`src/rtl/flash_poll_pkg.sv`:
```
// Shared types for the flash ready status poller.
// Assumes: a single clock domain; encodings are local to this block.
package flash_poll_pkg;

    typedef enum logic [1:0] {
        ST_IDLE = 2'd0,
        ST_GAP  = 2'd1,
        ST_READ = 2'd2
    } poll_state_t;

    typedef enum logic {
        MODE_TOGGLE = 1'b0,
        MODE_DATA   = 1'b1
    } poll_mode_t;

endpackage

```
`src/rtl/poll_gap_timer.sv`:
```
// Counts the idle cycles left before the next comparison read.
// Assumes: run is high only while the controller sits in its gap state;
// expired_o is high on the last gap cycle so the controller leaves after
// exactly GAP cycles. With GAP = 0 the controller never enters the gap state.
module poll_gap_timer #(
    parameter int unsigned GAP = 0
) (
    input  logic clk,
    input  logic rst_n,
    input  logic run,
    output logic expired_o
);
    localparam int unsigned LAST = (GAP == 0) ? 0 : GAP - 1;
    localparam int unsigned CW   = (GAP < 2) ? 1 : $clog2(GAP);

    logic [CW-1:0] cnt_q;

    assign expired_o = run && (cnt_q == CW'(LAST));

    // Count up while in the gap, restart from zero otherwise.
    always_ff @(posedge clk) begin
        if (!rst_n || !run || expired_o) begin
            cnt_q <= '0;
        end else begin
            cnt_q <= cnt_q + 1'b1;
        end
    end

    a_r5_gap_bounded: assert property (@(posedge clk) disable iff (!rst_n)
        cnt_q <= CW'(LAST));

endmodule

```
`src/rtl/poll_iter_counter.sv`:
```
// Saturating count of comparison reads in the current operation.
// Assumes: clear arrives with the accepted start; step marks one
// comparison read. Outputs describe the count including the current step.
module poll_iter_counter #(
    parameter int unsigned CNT_W   = 28,
    parameter int unsigned LIMIT   = 32'h0FFF_FFFF,
    parameter int unsigned WARN_AT = 32'h0010_0000
) (
    input  logic clk,
    input  logic rst_n,
    input  logic clear,
    input  logic step,
    output logic last_o,
    output logic over_warn_o
);
    localparam logic [CNT_W-1:0] LIM_V  = CNT_W'(LIMIT);
    localparam logic [CNT_W-1:0] WARN_V = CNT_W'(WARN_AT);

    logic [CNT_W-1:0] cnt_q;
    logic [CNT_W-1:0] cnt_inc;

    // Value after the pending step, held at the limit.
    always_comb begin
        cnt_inc = (cnt_q == LIM_V) ? cnt_q : cnt_q + 1'b1;
    end

    assign last_o      = (cnt_inc == LIM_V);
    assign over_warn_o = (cnt_inc > WARN_V);

    // Register the count; start clears it.
    always_ff @(posedge clk) begin
        if (!rst_n || clear) begin
            cnt_q <= '0;
        end else if (step) begin
            cnt_q <= cnt_inc;
        end
    end

    a_r8_count_capped: assert property (@(posedge clk) disable iff (!rst_n)
        cnt_q <= LIM_V);

    a_r8_clear_zeroes: assert property (@(posedge clk) disable iff (!rst_n)
        clear |=> (cnt_q == '0));

endmodule

```
`src/rtl/poll_status_compare.sv`:
```
// Decides whether a returned status byte shows the flash ready.
// Assumes: sample is high for every acknowledged read of an operation
// and clear with the accepted start. Toggle mode keeps a one-bit
// reference of the previous read; data mode compares with the expected bit.
module poll_status_compare #(
    parameter int unsigned DATA_W     = 8,
    parameter int unsigned TOGGLE_BIT = 6,
    parameter int unsigned POLL_BIT   = 7
) (
    input  logic                     clk,
    input  logic                     rst_n,
    input  logic                     clear,
    input  logic                     sample,
    input  flash_poll_pkg::poll_mode_t mode,
    input  logic                     exp_bit,
    input  logic [DATA_W-1:0]        data,
    output logic                     ref_only_o,
    output logic                     match_o
);
    import flash_poll_pkg::*;

    logic ref_valid_q;
    logic ref_bit_q;
    logic unused_data_bits;

    assign unused_data_bits = ^data;
    assign ref_only_o = (mode == MODE_TOGGLE) && !ref_valid_q;

    // Ready test for the byte currently on the data input.
    always_comb begin
        if (mode == MODE_DATA) begin
            match_o = (data[POLL_BIT] == exp_bit);
        end else begin
            match_o = (data[TOGGLE_BIT] == ref_bit_q);
        end
    end

    // Keep the toggle bit of the latest read as the next reference.
    always_ff @(posedge clk) begin
        if (!rst_n || clear) begin
            ref_valid_q <= 1'b0;
            ref_bit_q   <= 1'b0;
        end else if (sample && mode == MODE_TOGGLE) begin
            ref_valid_q <= 1'b1;
            ref_bit_q   <= data[TOGGLE_BIT];
        end
    end

    a_r3_reference_taken: assert property (@(posedge clk) disable iff (!rst_n)
        (sample && mode == MODE_TOGGLE && !clear) |=> ref_valid_q);

endmodule

```
`src/rtl/flash_ready_poller.sv`:
```
// Flash ready status poller: issues status reads after a start pulse and
// ends the operation when the toggle bit stops flipping or the polled bit
// matches the expected data, or when the iteration limit is reached.
// Assumes: the bus master answers each request with one rd_ack_i pulse
// carrying the byte; start_i is ignored while an operation runs.
module flash_ready_poller #(
    parameter int unsigned DATA_W     = 8,
    parameter int unsigned TOGGLE_BIT = 6,
    parameter int unsigned POLL_BIT   = 7,
    parameter int unsigned GAP_CYCLES = 0,
    parameter int unsigned ITER_W     = 28,
    parameter int unsigned ITER_LIMIT = 32'h0FFF_FFFF,
    parameter int unsigned WARN_AT    = 32'h0010_0000
) (
    input  logic              clk,
    input  logic              rst_n,
    input  logic              start_i,
    input  logic              mode_i,
    input  logic [DATA_W-1:0] expect_i,
    output logic              rd_req_o,
    input  logic              rd_ack_i,
    input  logic [DATA_W-1:0] rd_data_i,
    output logic              busy_o,
    output logic              done_o,
    output logic              timeout_o,
    output logic              slow_o
);
    import flash_poll_pkg::*;

    localparam poll_state_t AFTER_READ = (GAP_CYCLES == 0) ? ST_READ : ST_GAP;

    poll_state_t state_q, state_d;
    poll_mode_t  mode_q;
    logic        exp_bit_q;
    logic        done_q, timeout_q, slow_q;
    logic        take_start, ack_ev, cmp_ev, finish;
    logic        ref_only, match, last_cmp, over_warn, gap_done;
    logic        unused_expect_bits;

    assign unused_expect_bits = ^expect_i;

    assign take_start = start_i && (state_q == ST_IDLE);
    assign ack_ev     = (state_q == ST_READ) && rd_ack_i;
    assign cmp_ev     = ack_ev && !ref_only;
    assign finish     = cmp_ev && (match || last_cmp);

    poll_gap_timer #(
        .GAP (GAP_CYCLES)
    ) u_gap (
        .clk       (clk),
        .rst_n     (rst_n),
        .run       (state_q == ST_GAP),
        .expired_o (gap_done)
    );

    poll_iter_counter #(
        .CNT_W   (ITER_W),
        .LIMIT   (ITER_LIMIT),
        .WARN_AT (WARN_AT)
    ) u_iter (
        .clk         (clk),
        .rst_n       (rst_n),
        .clear       (take_start),
        .step        (cmp_ev),
        .last_o      (last_cmp),
        .over_warn_o (over_warn)
    );

    poll_status_compare #(
        .DATA_W     (DATA_W),
        .TOGGLE_BIT (TOGGLE_BIT),
        .POLL_BIT   (POLL_BIT)
    ) u_cmp (
        .clk        (clk),
        .rst_n      (rst_n),
        .clear      (take_start),
        .sample     (ack_ev),
        .mode       (mode_q),
        .exp_bit    (exp_bit_q),
        .data       (rd_data_i),
        .ref_only_o (ref_only),
        .match_o    (match)
    );

    // Next-state choice for the read sequencer.
    always_comb begin
        state_d = state_q;
        case (state_q)
            ST_IDLE: begin
                if (take_start) begin
                    if (poll_mode_t'(mode_i) == MODE_TOGGLE || GAP_CYCLES == 0) begin
                        state_d = ST_READ;
                    end else begin
                        state_d = ST_GAP;
                    end
                end
            end
            ST_GAP: begin
                if (gap_done) begin
                    state_d = ST_READ;
                end
            end
            ST_READ: begin
                if (ack_ev) begin
                    state_d = finish ? ST_IDLE : AFTER_READ;
                end
            end
            default: state_d = ST_IDLE;
        endcase
    end

    // Sequencer state register.
    always_ff @(posedge clk) begin
        if (!rst_n) begin
            state_q <= ST_IDLE;
        end else begin
            state_q <= state_d;
        end
    end

    // Latch the operation's mode and expected bit on an accepted start.
    always_ff @(posedge clk) begin
        if (!rst_n) begin
            mode_q    <= MODE_TOGGLE;
            exp_bit_q <= 1'b0;
        end else if (take_start) begin
            mode_q    <= poll_mode_t'(mode_i);
            exp_bit_q <= expect_i[POLL_BIT];
        end
    end

    // Completion pulse and sticky result flags.
    always_ff @(posedge clk) begin
        if (!rst_n) begin
            done_q    <= 1'b0;
            timeout_q <= 1'b0;
            slow_q    <= 1'b0;
        end else begin
            done_q <= finish;
            if (take_start) begin
                timeout_q <= 1'b0;
                slow_q    <= 1'b0;
            end else if (finish) begin
                timeout_q <= !match;
                slow_q    <= over_warn;
            end
        end
    end

    assign rd_req_o  = (state_q == ST_READ);
    assign busy_o    = (state_q != ST_IDLE);
    assign done_o    = done_q;
    assign timeout_o = timeout_q;
    assign slow_o    = slow_q;

    a_r7_done_single: assert property (@(posedge clk) disable iff (!rst_n)
        done_o |=> !done_o);

    a_r7_done_ends_busy: assert property (@(posedge clk) disable iff (!rst_n)
        done_o |-> !busy_o);

    a_r8_timeout_with_done: assert property (@(posedge clk) disable iff (!rst_n)
        $rose(timeout_o) |-> done_o);

    a_r6_request_held: assert property (@(posedge clk) disable iff (!rst_n)
        (rd_req_o && !rd_ack_i) |=> rd_req_o);

    a_r2_start_ignored_busy: assert property (@(posedge clk) disable iff (!rst_n)
        (busy_o && start_i) |=> $stable(mode_q));

endmodule

```
`config.mk`:
```
export PLATFORM = sky130hd
export DESIGN_NAME = flash_ready_poller
export DESIGN_NICKNAME = d
export VERILOG_FILES = /design/src/rtl/flash_poll_pkg.sv /design/src/rtl/poll_gap_timer.sv /design/src/rtl/poll_iter_counter.sv /design/src/rtl/poll_status_compare.sv /design/src/rtl/flash_ready_poller.sv
export SDC_FILE = /design/constraint.sdc
export NUM_CORES = 1
export LEC_CHECK = 0
export BUFFER_PORTS_ARGS = -buffer_cell sky130_fd_sc_hd__buf_2
export CAP_MARGIN = 20
export CORE_MARGIN = 8
export CORE_UTILIZATION = 40
export CTS_CLUSTER_DIAMETER = 40
export CTS_CLUSTER_SIZE = 30
export DETAILED_ROUTE_END_ITERATION = 8
export GPL_ROUTABILITY_DRIVEN = 0
export SETUP_SLACK_MARGIN = 0.3
export SLEW_MARGIN = 5
export SYNTH_ARGS = -nofsm -noshare
export SYNTH_HDL_FRONTEND = slang
export SYNTH_SLANG_ARGS = --single-unit
```
`constraint.sdc`:
```
create_clock -name clk -period 6.1 [get_ports clk]
set_input_delay 0.61 -clock clk [delete_from_list [all_inputs] [get_ports clk]]
set_output_delay 0.61 -clock clk [all_outputs]
set_load 0.01 [all_outputs]
```
; ---- Yosys cells after proc, flatten, opt, wreduce, memory -nomap -nowiden
; Index checks and enable logic that the tools add are counted.
[word_totals]
reg_bits = 38
latchBits = 0
ram_bits = 0
rom_bits = 0
input_bits = 21
wordCells = 52
memories = 0
[classes]
n_addsub = 2
multipliers = 0
div = 0
magnitude_cmp = 1
eq_ne = 9
shifts = 0
muxes = 7
n_bitwise = 3
reduce_logical = 20
[ops]
columns = op, n
row1 = $eq A28 B28 Y1 const B, 2
row2 = $add A28 B1 Y28 const B, 1
row3 = $gt A28 B21 Y1 const B, 1
row4 = $mux W28, 1
row5 = $mux W2, 4
row6 = $logic_and A1 B1 Y1, 7
row7 = $pmux W2 S3, 1
row8 = $logic_not A1 Y1, 5
row9 = $logic_or A1 B1 Y1, 4
row10 = $ne A2 B1 Y1 const B, 2
row11 = $not A1 Y1, 3
row12 = $reduce_and A3 Y1, 1
row13 = $eq A1 B1 Y1, 2
row14 = $eq A2 B1 Y1 const B, 1
row15 = $eq A2 B2 Y1 const B, 1
row16 = $logic_not A2 Y1, 1
row17 = $ne A2 B2 Y1 const B, 1
row18 = $reduce_bool A2 Y1, 1
row19 = $reduce_or A2 Y1, 1
row20 = $add A1 B1 Y1 const B, 1
row21 = $mux W1, 1

; ---- Longest topological paths before layout
[depth]
ltp_word = 8
depth_mapped = 11
depth_no_buf = 9

; ---- Hierarchy
; From an unflattened synthesis, not the netlist that was laid out.
[unflattened]
cells_unflattened = 332
area_unflattened_um2 = 2668.8
[modules_own_cells]
columns = mod, instances, cells_each, area_each_um2
row1 = poll_iter_counter, 1, 292, 2298.5
row2 = flash_ready_poller, 1, 27, 264.0
row3 = poll_status_compare, 1, 13, 106.4

; ---- Worst setup path after synthesis
; OpenSTA, ideal clock, no wires.
[synth_timing]
path_type = flip-flop to flip-flop
from = reg u_iter.cnt_q[0]
to = reg slow_q (netlist: slow_o)
arrival_time_ps = 2693
required_ps = 5967
path_slack_ps = 3274
path_stages_with_launch = 12
path_cell_list = dfxtp_1 > ha_1 > clkbuf_1 > and4_1 > and3_1 > clkbuf_1 > o211ai_2 > xnor2_1 > a211o_1 > or4_1 > a21oi_1 > a211oi_2
[synth_via]
elab_chain_len = 5
elab_cells_between_ends = 7
classes_between = add/sub: 1 / order compare: 1 / eq/ne: 2 / mux: 1 / reduce/logical: 2
[synth_lines]
columns = item, line_no
row1 = "start, declared", poll_iter_counter.sv:19  ; logic [CNT_W-1:0] cnt_q;
row2 = "start signal, assigned", poll_iter_counter.sv:35  ; cnt_q <= cnt_inc;
row3 = $add A28 B1 Y28 / $eq A28 B28 Y1 (equally long branches), poll_iter_counter.sv:24  ; cnt_inc = (cnt_q == LIM_V) ? cnt_q : cnt_q + 1'b1;
row4 = $mux W28 *, poll_iter_counter.sv:24
row5 = "parallel branches: the longest is 3 deep, another holds $gt A28 B21 Y1", -
row6 = "end signal, assigned", flash_ready_poller.sv:145  ; slow_q <= over_warn;
row7 = "end, declared", flash_ready_poller.sv:35  ; logic done_q, timeout_q, slow_q;
; Mark *: on every way between the ends.
; A chain may end at the register's enable or synchronous reset.

; ---- Final worst setup path
[layout_timing]
from = reg u_iter.cnt_q[1]
to = reg slow_q (netlist: slow_o)
; The elaborated chain is that of the path after synthesis.

==> results.toml <==
[drt]
wirelength_um = 7300
drtAntennaViolNets = 0
drc = 0
drtIter0Drc = 201
drt-pass1-iter-count = 5
via_per_inst = 6.18
wl_per_cell_um = 17.1
vias = 2633

[yosys]
synth_ff_type = "dfxtp_1"
synth.distinct_cells = 61
synth_edf_count = 0
ys_seq_area_share_pct = 26.3
synthArstFlopShare_pct = 0
yosys_register_bits = 36
syn_area_per_cell_sq_um = 7.70
yosysWarnings = 0
synthCells = 356
synth_fp_nets = 378
syn_area_sq_mm = 0.00274

[cts]
cts_root_buffer = "clkbuf_8"
clk_pin_slew_ns = 0.08
cts_resized = 0
clock_latency_ns = 0.29
cts_setup_buffers = 0
hold_buffers = 0
cts_tree = "done"
cts.path.max_buffers = 2
cts_made_buffers = 5
clock_sinks = 36
htree_levels = 2

[sta]
fin_crit_sh_pct = 67.1
worst_slew_pin_slew_ns = 0.919
hold_violations = 0
finalSetupViolations = 0
timing.slew.headroom_pct = 38.3
rsz0062_at_grt = "no"
setup-tns-final_ns = 0
min_period_ns = 4.09
maxSlewViolCount = 0
max_freq_ghz = 0.244
fin_hold_ws_ns = 0.496
fin_skew_ns = 0.00691

[setup_path]
cp_max_fo = 16
cpPeakStageDelay_ns = 0.88
path_buf_inv = 0
endpoint_kind = "flip-flop"
crit_path_top_delay_cell = "nor4_4"
crit_arrival_ns = 4.25
startpoint_type = "flip-flop"
critPathKind = "flip-flop to flip-flop"
cp_data_required_time_ns = 6.26
path_cells = "ha_1 -> nand4_2 -> nor4_4 -> nand2_2 -> a311o_1 -> a211o_1 -> or4_1 -> a21oi_1 -> a211oi_2"
crit_family = "simple AND/OR/NAND/NOR gates"

[die]
boundaryPins = 26
fp.dieH_um = 98.8
core_region_area_sq_mm = 0.00672
die_w_um = 98.8
dieArea_sq_mm = 0.00976
std_cell_rows = 30
start_util_pct = 40.8

[hold_path]
hold_class = "flip-flop to flip-flop"

[global_routing]
grt_usage_pct = 15.6
grt_pass1_wl_um = 12500
grt_max_degree = 19
grt_pass1_vias = 2463
antenna_found_initial = 0
gr-total-overflow = 0

[placed_design]
port_buffers = 12
dp_cells = 419
dp_hpwl_um = 5200

[finish]
layout.nets = 368
areaGrowthSynthToFinish_pct = 3.60
layout_common_cells = "nor2_1, dfxtp_1, nand2_1, xnor2_1, nand3_1"
antenna_cells = 0
final_cells = 426
final_layout_size_suffix_gt1_share_pct = 10.7
final_common_cell = "nor2_1"

[outcome]
status = "finished, final reports clean"

[flow_run]
timing.max_cap.violations = 0

[power_and_ir_drop]
p_leak_nw = 0.856
ir_worst_vdd_v = 0.000110
power_density_mw_per_mm2 = 159
worst reg2reg max path: stages (launching register included):
cell and delay [ns]:
dfxtp_1 0.45, ha_1 0.45, nand4_2 0.24, nor4_4 0.89, nand2_2 0.40, a311o_1 0.45, a211o_1 0.26, or4_1 0.53
a21oi_1 0.21, a211oi_2 0.09
routing by layer:
| metal | global-route usage (%) | up-vias | wire length, um |
|---|---|---|---|
| li1 | - | 1283 | - |
| met1 | 20.7 | 1228 | 3440 |
| met2 | 24.3 | 102 | 3240 |
| met3 | 2.68 | 20 | 401 |
| met4 | 6.26 | 0 | 214 |
| met5 | 0 | - | 0 |
final timing paths:
path	start	endpoint	slack (ns)	cells past startpoint
worst max-delay path	u_iter.cnt_q[1]$_SDFFE_PP0P_	slow_o$_SDFFE_PP0P_	2.01	9
worst min-delay path	u_cmp.ref_bit_q$_SDFFE_PP0P_	u_cmp.ref_bit_q$_SDFFE_PP0P_	0.50	2
worst max register to register	u_iter.cnt_q[1]$_SDFFE_PP0P_	slow_o$_SDFFE_PP0P_	2.01	9
worst min register to register	u_cmp.ref_bit_q$_SDFFE_PP0P_	u_cmp.ref_bit_q$_SDFFE_PP0P_	0.50	2
cell type report:
type                       count  area, sq um
sequential                    36          721
inverter                       6         22.5
clock buffer                   7         96.3
tap                           80          100
fill                         700         3880
multi-input combinational    282         1820
timing repair buffer          15         82.6
sequential cells by signal (all words and copies together) (netlist names):
name               flops
done_o                 1
exp_bit_q              1
mode_q                 1
slow_o                 1
state_q                1
timeout_o              1
u_cmp.ref_bit_q        1
u_cmp.ref_valid_q      1
u_iter.cnt_q          28
where the power goes:
part	total [mW]	switching, mW	internal (mW)
registers	0.240	0.00271	0.237
clock network	0.190	0.0891	0.101
logic	0.0220	0.0137	0.00833
total	0.452	0.105	0.346
per-stage QoR:
step	worst slack, ns	area [sq um]	power [mW]	util, %
2_1_floorplan	3.27	2740	0.259	-
3_3_place_gp	2.16	2750	0.267	40.9
3_5_place_dp	2.14	2750	0.268	40.9
4_1_cts	2.09	2840	0.456	42.3
5_1_grt	1.76	2840	0.470	42.3
6_report	2.01	2840	0.452	42.3
cell families after synthesis:
group / Yosys count / share of synthesized area (%)
AOI/OAI and AO/OA: 63 / 17.3
xor gates and xnor gates: 33 / 10.5
and+or+nand+nor: 180 / 36.2
muxes: 5 / 1.82
adders and majority gates: 1 / 0.456
buffers and inverters: 38 / 7.39
DFF: 36 / 26.3
cells in the mapped netlist (3+ instances only):
master	count	area, sq um
and3_1	9	56.3
xnor2_1	22	193
mux2i_1	5	50.1
nor3_1	12	60.1
nand4_1	13	81.3
a31oi_1	3	18.8
a211oi_1	9	67.6
buf_4	8	60.1
or3_1	3	18.8
nor2b_1	3	18.8
nor4_1	10	62.6
inv_1	6	22.5
nor2_1	51	191
nand2b_1	3	18.8
clkbuf_1	10	37.5
o211ai_1	4	30.0
nand2_1	29	109
and4_1	7	61.3
and2_1	3	18.8
o21ai_0	7	35.0
o2111ai_1	4	35.0
xor2_1	11	96.3
a21oi_1	14	70.1
nand3_1	16	80.1
dfxtp_1	36	721
buf_2	12	60.1
Note: power is estimated with default switching activity, not from simulation.
